<file path="src/rtl/ocp_mem_pkg.sv">
package ocp_mem_pkg;

    typedef enum logic [2:0] {
        CMD_IDLE  = 3'b000,
        CMD_WRITE = 3'b001,
        CMD_READ  = 3'b010
    } cmd_e;

    typedef enum logic [1:0] {
        RSP_NONE  = 2'b00,
        RSP_VALID = 2'b01
    } resp_e;

    typedef enum logic [1:0] {
        ST_IDLE = 2'b00,
        ST_BUSY = 2'b01
    } state_e;

endpackage

</file>
<file path="src/rtl/ocp_req_fsm.sv">
module ocp_req_fsm
    import ocp_mem_pkg::*;
#(
    parameter int ADDR_W = 13,
    parameter int DATA_W = 8
) (
    input  logic              clk,
    input  logic              rst_n,
    input  logic [2:0]        m_cmd,
    input  logic [ADDR_W-1:0] m_addr,
    input  logic [DATA_W-1:0] m_wdata,
    output logic              acc_o,
    output logic [1:0]        resp_o,
    output logic              strobe_o,
    output logic              wr_o,
    output logic [ADDR_W-1:0] addr_o,
    output logic [DATA_W-1:0] wdata_o
);

    typedef struct packed {
        state_e            state;
        logic [ADDR_W-1:0] addr;
        logic [DATA_W-1:0] wdata;
        logic              wr;
        logic              acc;
        resp_e             resp;
    } fsm_t;

    fsm_t cur_q, nxt_d;

    always_comb begin
        nxt_d      = cur_q;
        nxt_d.acc  = 1'b0;
        nxt_d.resp = RSP_NONE;
        unique case (cur_q.state)
            ST_BUSY: begin
                nxt_d.state = ST_IDLE;
                nxt_d.acc   = 1'b1;
                nxt_d.resp  = cur_q.wr ? RSP_NONE : RSP_VALID;
            end
            default: begin
                if (m_cmd == CMD_WRITE || m_cmd == CMD_READ) begin
                    nxt_d.state = ST_BUSY;
                    nxt_d.addr  = m_addr;
                    nxt_d.wdata = m_wdata;
                    nxt_d.wr    = (m_cmd == CMD_WRITE);
                end
            end
        endcase
    end

    always_ff @(posedge clk or negedge rst_n) begin
        if (!rst_n) begin
            cur_q <= '{state: ST_IDLE, addr: '0, wdata: '0, wr: 1'b0,
                       acc: 1'b0, resp: RSP_NONE};
        end else begin
            cur_q <= nxt_d;
        end
    end

    assign acc_o    = cur_q.acc;
    assign resp_o   = cur_q.resp;
    assign strobe_o = (cur_q.state == ST_BUSY);
    assign wr_o     = cur_q.wr;
    assign addr_o   = cur_q.addr;
    assign wdata_o  = cur_q.wdata;

endmodule

</file>
<file path="src/rtl/ocp_mem_bank.sv">
module ocp_mem_bank #(
    parameter int DATA_W = 8,
    parameter int DEPTH  = 16,
    parameter int IDX_W  = (DEPTH > 1) ? $clog2(DEPTH) : 1
) (
    input  logic              clk,
    input  logic              rst_n,
    input  logic              sel_i,
    input  logic              wr_i,
    input  logic [IDX_W-1:0]  idx_i,
    input  logic [DATA_W-1:0] wdata_i,
    output logic [DATA_W-1:0] rdata_o
);

    logic [DATA_W-1:0] mem_q [DEPTH];
    logic [DATA_W-1:0] rdata_d, rdata_q;

    // storage has no reset: contents are undefined until written
    always_ff @(posedge clk) begin
        if (sel_i && wr_i) begin
            mem_q[idx_i] <= wdata_i;
        end
    end

    // read register holds a word only for the cycle after a selected read
    always_comb begin
        rdata_d = '0;
        if (sel_i && !wr_i) begin
            rdata_d = mem_q[idx_i];
        end
    end

    always_ff @(posedge clk or negedge rst_n) begin
        if (!rst_n) begin
            rdata_q <= '0;
        end else begin
            rdata_q <= rdata_d;
        end
    end

    assign rdata_o = rdata_q;

endmodule

</file>
<file path="src/rtl/ocp_mem_target.sv">
module ocp_mem_target #(
    parameter int ADDR_W     = 13,
    parameter int DATA_W     = 8,
    parameter int BANK_DEPTH = 16,
    parameter int NUM_BANKS  = 4
) (
    input  logic              clk,
    input  logic              rst_n,
    input  logic [2:0]        m_cmd,
    input  logic [ADDR_W-1:0] m_addr,
    input  logic [DATA_W-1:0] m_wdata,
    output logic              s_cmd_accept,
    output logic [1:0]        s_resp,
    output logic [DATA_W-1:0] s_rdata
);

    localparam int IDX_W = (BANK_DEPTH > 1) ? $clog2(BANK_DEPTH) : 1;
    localparam logic [ADDR_W-1:0] DEPTH_A = ADDR_W'(BANK_DEPTH);

    logic              strobe, wr;
    logic [ADDR_W-1:0] req_addr;
    logic [DATA_W-1:0] req_wdata;

    ocp_req_fsm #(.ADDR_W(ADDR_W), .DATA_W(DATA_W)) u_fsm (
        .clk      (clk),
        .rst_n    (rst_n),
        .m_cmd    (m_cmd),
        .m_addr   (m_addr),
        .m_wdata  (m_wdata),
        .acc_o    (s_cmd_accept),
        .resp_o   (s_resp),
        .strobe_o (strobe),
        .wr_o     (wr),
        .addr_o   (req_addr),
        .wdata_o  (req_wdata)
    );

    // offset and activity ripple along the row of banks
    logic [ADDR_W-1:0] off  [NUM_BANKS+1];
    logic              live [NUM_BANKS+1];
    logic [DATA_W-1:0] rd_bank [NUM_BANKS];

    assign off[0]  = req_addr;
    assign live[0] = strobe;

    for (genvar k = 0; k < NUM_BANKS; k++) begin : g_bank
        logic hit;
        assign hit         = live[k] && (off[k] < DEPTH_A);
        assign live[k+1]   = live[k] && !hit;
        assign off[k+1]    = off[k] - DEPTH_A;

        ocp_mem_bank #(.DATA_W(DATA_W), .DEPTH(BANK_DEPTH), .IDX_W(IDX_W)) u_bank (
            .clk     (clk),
            .rst_n   (rst_n),
            .sel_i   (hit),
            .wr_i    (wr),
            .idx_i   (off[k][IDX_W-1:0]),
            .wdata_i (req_wdata),
            .rdata_o (rd_bank[k])
        );
    end

    // at most one bank holds a nonzero read word in any cycle
    always_comb begin
        s_rdata = '0;
        for (int k = 0; k < NUM_BANKS; k++) begin
            s_rdata = s_rdata | rd_bank[k];
        end
    end

endmodule

</file>
<file path="config.mk">
export PLATFORM = sky130hd
export DESIGN_NAME = ocp_mem_target
export DESIGN_NICKNAME = d
export VERILOG_FILES = /design/src/rtl/ocp_mem_pkg.sv /design/src/rtl/ocp_req_fsm.sv /design/src/rtl/ocp_mem_bank.sv /design/src/rtl/ocp_mem_target.sv
export SDC_FILE = /design/constraint.sdc
export NUM_CORES = 1
export LEC_CHECK = 0
export ABC_AREA = 1
export BUFFER_PORTS_ARGS = -buffer_cell sky130_fd_sc_hd__buf_2
export CORE_MARGIN = 2
export CORE_UTILIZATION = 25
export DETAILED_ROUTE_END_ITERATION = 10
export GPL_ROUTABILITY_DRIVEN = 0
export RECOVER_POWER = 25
export SLEW_MARGIN = 20
export SYNTH_ARGS = -nofsm -noshare
export SYNTH_HDL_FRONTEND = slang
export SYNTH_HIERARCHICAL = 1
export SYNTH_SLANG_ARGS = --single-unit
</file>
<file path="constraint.sdc">
create_clock -name clk -period 2.98 [get_ports clk]
set_input_delay 0.596 -clock clk [delete_from_list [all_inputs] [get_ports clk]]
set_output_delay 0.596 -clock clk [all_outputs]
set_load 0.01 [all_outputs]
</file>
==> metrics.md <==
| Metric | Value |
|---|---|
| Wire per inst | 15.1 µm |
| Setup WS pre-CTS | 0.0298 ns |
| Layout net count | 2572 |
| Pwr Total | 20.4 mW |
| Avg Cell Area, Syn | 9.98 µm² |
| First-pass GRT wire length | 90.4 mm |
| Initial antenna violation count | 0 |
| Core ar. | 0.0966 mm² |
| # Max-Cap Violations | 2 |
| Via density per instance | 4.23 |
| Critical Path AT | 3.13 ns |
| Netlist cell types | 24 |
| Clock Skew | 0.0601 ns |
| Largest net degree at the start of global routing | 83 |
| Row count | 114 |
| Worst EP required | 3.28 ns |
| Slew Viols, Final | 62 |
| Final antenna-violating net count | 0 |
| Die Area | 0.0997 mm² |
| #FFs+latches synth | 569 |
| Peak VDD IR | 0.480 mV |
| Top cell type's share of synthesized area | 63.3% |
| Clock sinks | 569 |
| DRC | 0 |
| Clock Latency Late Sink | 0.65 ns |
| Final wirelength | 58.5 mm |
| Drt first-iter violations | 1265 |
| Io pins | 37 |
| Die W | 316 µm |
| Yosys warnings | 6 |
| RSZ-0062 raised after global routing | yes |
| GRT Overall Usage | 11.6% |
| Fmax | 354 MHz |
| Worst slew pin tran | 1.98 ns |
| Clk slew on worst S/H paths | 0.07 ns |
| Status | complete, but fails checks |
| Gate Count Post-Synth | 2436 |
| Clock Tree Buf Depth | 3 |
| Dpl cell area | 0.0264 mm² |
| Final Hold Fails | 0 |
| Crit path capture type | flop |
| Final WS setup | 0.154 ns |
| Total CTS buffers | 57 |
| Final setup fails | 0 |
| Hpwl dp | 36.3 mm |
| Input/output buffers | 35 |
| Seq/Total Area, Yosys | 69.1% |
| Drt pass-1 iters | 5 |
| Layout cells sized above 1 | 12.1% |
| Post-Place Cells | 3752 |
| Total number of vias | 16.4k |
| Fin area | 0.0286 mm² |
| Critical Path Fanout Max | 8 |
| Mapped Area | 0.0243 mm² |
| Largest cells by area after synthesis | edfxtp_1 (63%), nand2_1 (22%), dfrtp_1 (5.9%) |
| Non-Filler Instances | 3865 |
| Lkg Pwr | 12.1 nW |
| Failing checks | capacitance limit, slew limit |
| Hold crit path type | primary input to flop |
| Final min period | 2.83 ns |
| Final Util | 29.6% |
| Htree depth | 2 |
| Relative slew slack | -31.8% |
| CTS tree | built |
| Top cell type by total area after synthesis | edfxtp_1 |
| Worst hold slack | 0.161 ns |
| WS Path Type | flop to flop |
| Total congestion overflow | 0 |
| Die height | 316 µm |
| Startpoint Class | flop |
| Layout area overhead | 17.6% |
| Starting Density | 25.2% |
| Tcrit/Tclk final | 94.8% |
| Total power per unit cell area | 715 mW/mm² |
| Total negative setup slack | 0 ns |
| Syn Nets | 2469 |
| Vias in the first global route | 15.9k |
| Clk root buf | clkbuf_16 |
## synthesized netlist by cell type (all sizes together)
cell    count
nand2    1457
edfxtp    512
nor2      159
buf       106
dfrtp      57
inv        54
nand3      53
clkbuf      9
or4         8
ha          7
nand4       5
nand3b      2
o21ai       2
a21oi       1
and2        1
conb        1
nor3        1
nor4        1
## repair_timing
| item | CTS | global route |
|---|---|---|
| gates resized for setup | 1 | 50 |
| endpoints found under the hold margin | 24 | 0 |
| pin swaps | 0 | 11 |
| hold buffers | 1 | 0 |
| setup endpoints to repair | 13 | 384 |
| setup buffers | 0 | 3 |
## layout by cell type (no fill, tap or decap), drive strengths merged, types with 2 or more instances in the layout
master	count
buf	152
bufinv	8
clkbuf	73
clkinv	28
clkinvlp	4
dfrtp	57
edfxtp	512
ha	7
inv	55
nand2	1457
nand3	53
nand3b	2
nand4	5
nor2	159
o21ai	2
or4	8
## worst paths after layout
kind / startpoint / end / slack, ns / cells past startpoint
worst max register to register: u_fsm/addr_o[5] / g_bank[1].u_bank/mem_q[2][5] / 0.15 / 15
min in group asynchronous: rst_n / u_fsm/addr_o[12] / 0.83 / 2
worst max-delay path: u_fsm/addr_o[5] / g_bank[1].u_bank/mem_q[2][5] / 0.15 / 15
worst min-delay path: m_wdata[6] / u_fsm/wdata_o[6] / 0.16 / 3
max in group asynchronous: rst_n / g_bank[3].u_bank/rdata_o[6] / 1.05 / 3
worst min register to register: u_fsm/cur_q[25] / u_fsm/acc_o / 0.52 / 0
## metal layers
layer	global-route usage, %	routed length [µm]
met3	1.86	3260
met4	3.16	1250
met2	19.2	27600
met5	0	0
met1	15.7	26400
## kinds of logic after synthesis
logic type               share of synthesized area, %
adder cells (fa/ha/maj)                         0.360
other                                          0.0154
AND/OR/NAND/NOR                                  26.8
buffers and inverters                            3.66
flip-flops                                       69.1
AO/OA/AOI/OAI                                  0.0618
## registers in the layout, indices dropped and copies added, names as in the netlist
name and flops:
u_fsm/resp_o 1, u_fsm/cur_q 1, u_fsm/wdata_o 8, g_bank.u_bank/mem_q 512, g_bank.u_bank/rdata_o 32, u_fsm/addr_o 13
u_fsm/wr_o 1, u_fsm/acc_o 1
## report_power, final
part / internal [mW] / leakage, nW / switching (mW)
clock: 4.36 / 0.970 / 3.13
combinational: 0.956 / 5.70 / 2.51
sequential: 9.12 / 5.40 / 0.354
## area by class of cell
class                   instances  area, µm²
fillers                      9872      68000
repair buffers                159       1210
multi-input cells            1698       6770
flip-flops and latches        569      16800
clock inverters                41        483
inverters                      54        210
clock buffers                  67       1510
diodes                          1       2.50
well taps                    1276       1600
## critical path: stages, from the launching register on
cell and delay, ns:
dfrtp_1 0.40, inv_4 0.11, ha_4 0.16, buf_6 0.12, nand2_1 0.07, nand2_1 0.09
nand2_1 0.11, nor2_2 0.17, nand3_1 0.12, nor3_1 0.18, buf_4 0.15, nand2_1 0.05
inv_1 0.18, nand3_1 0.24, nor2_1 0.17, buf_4 0.19
(Power assumes the default switching activity.)
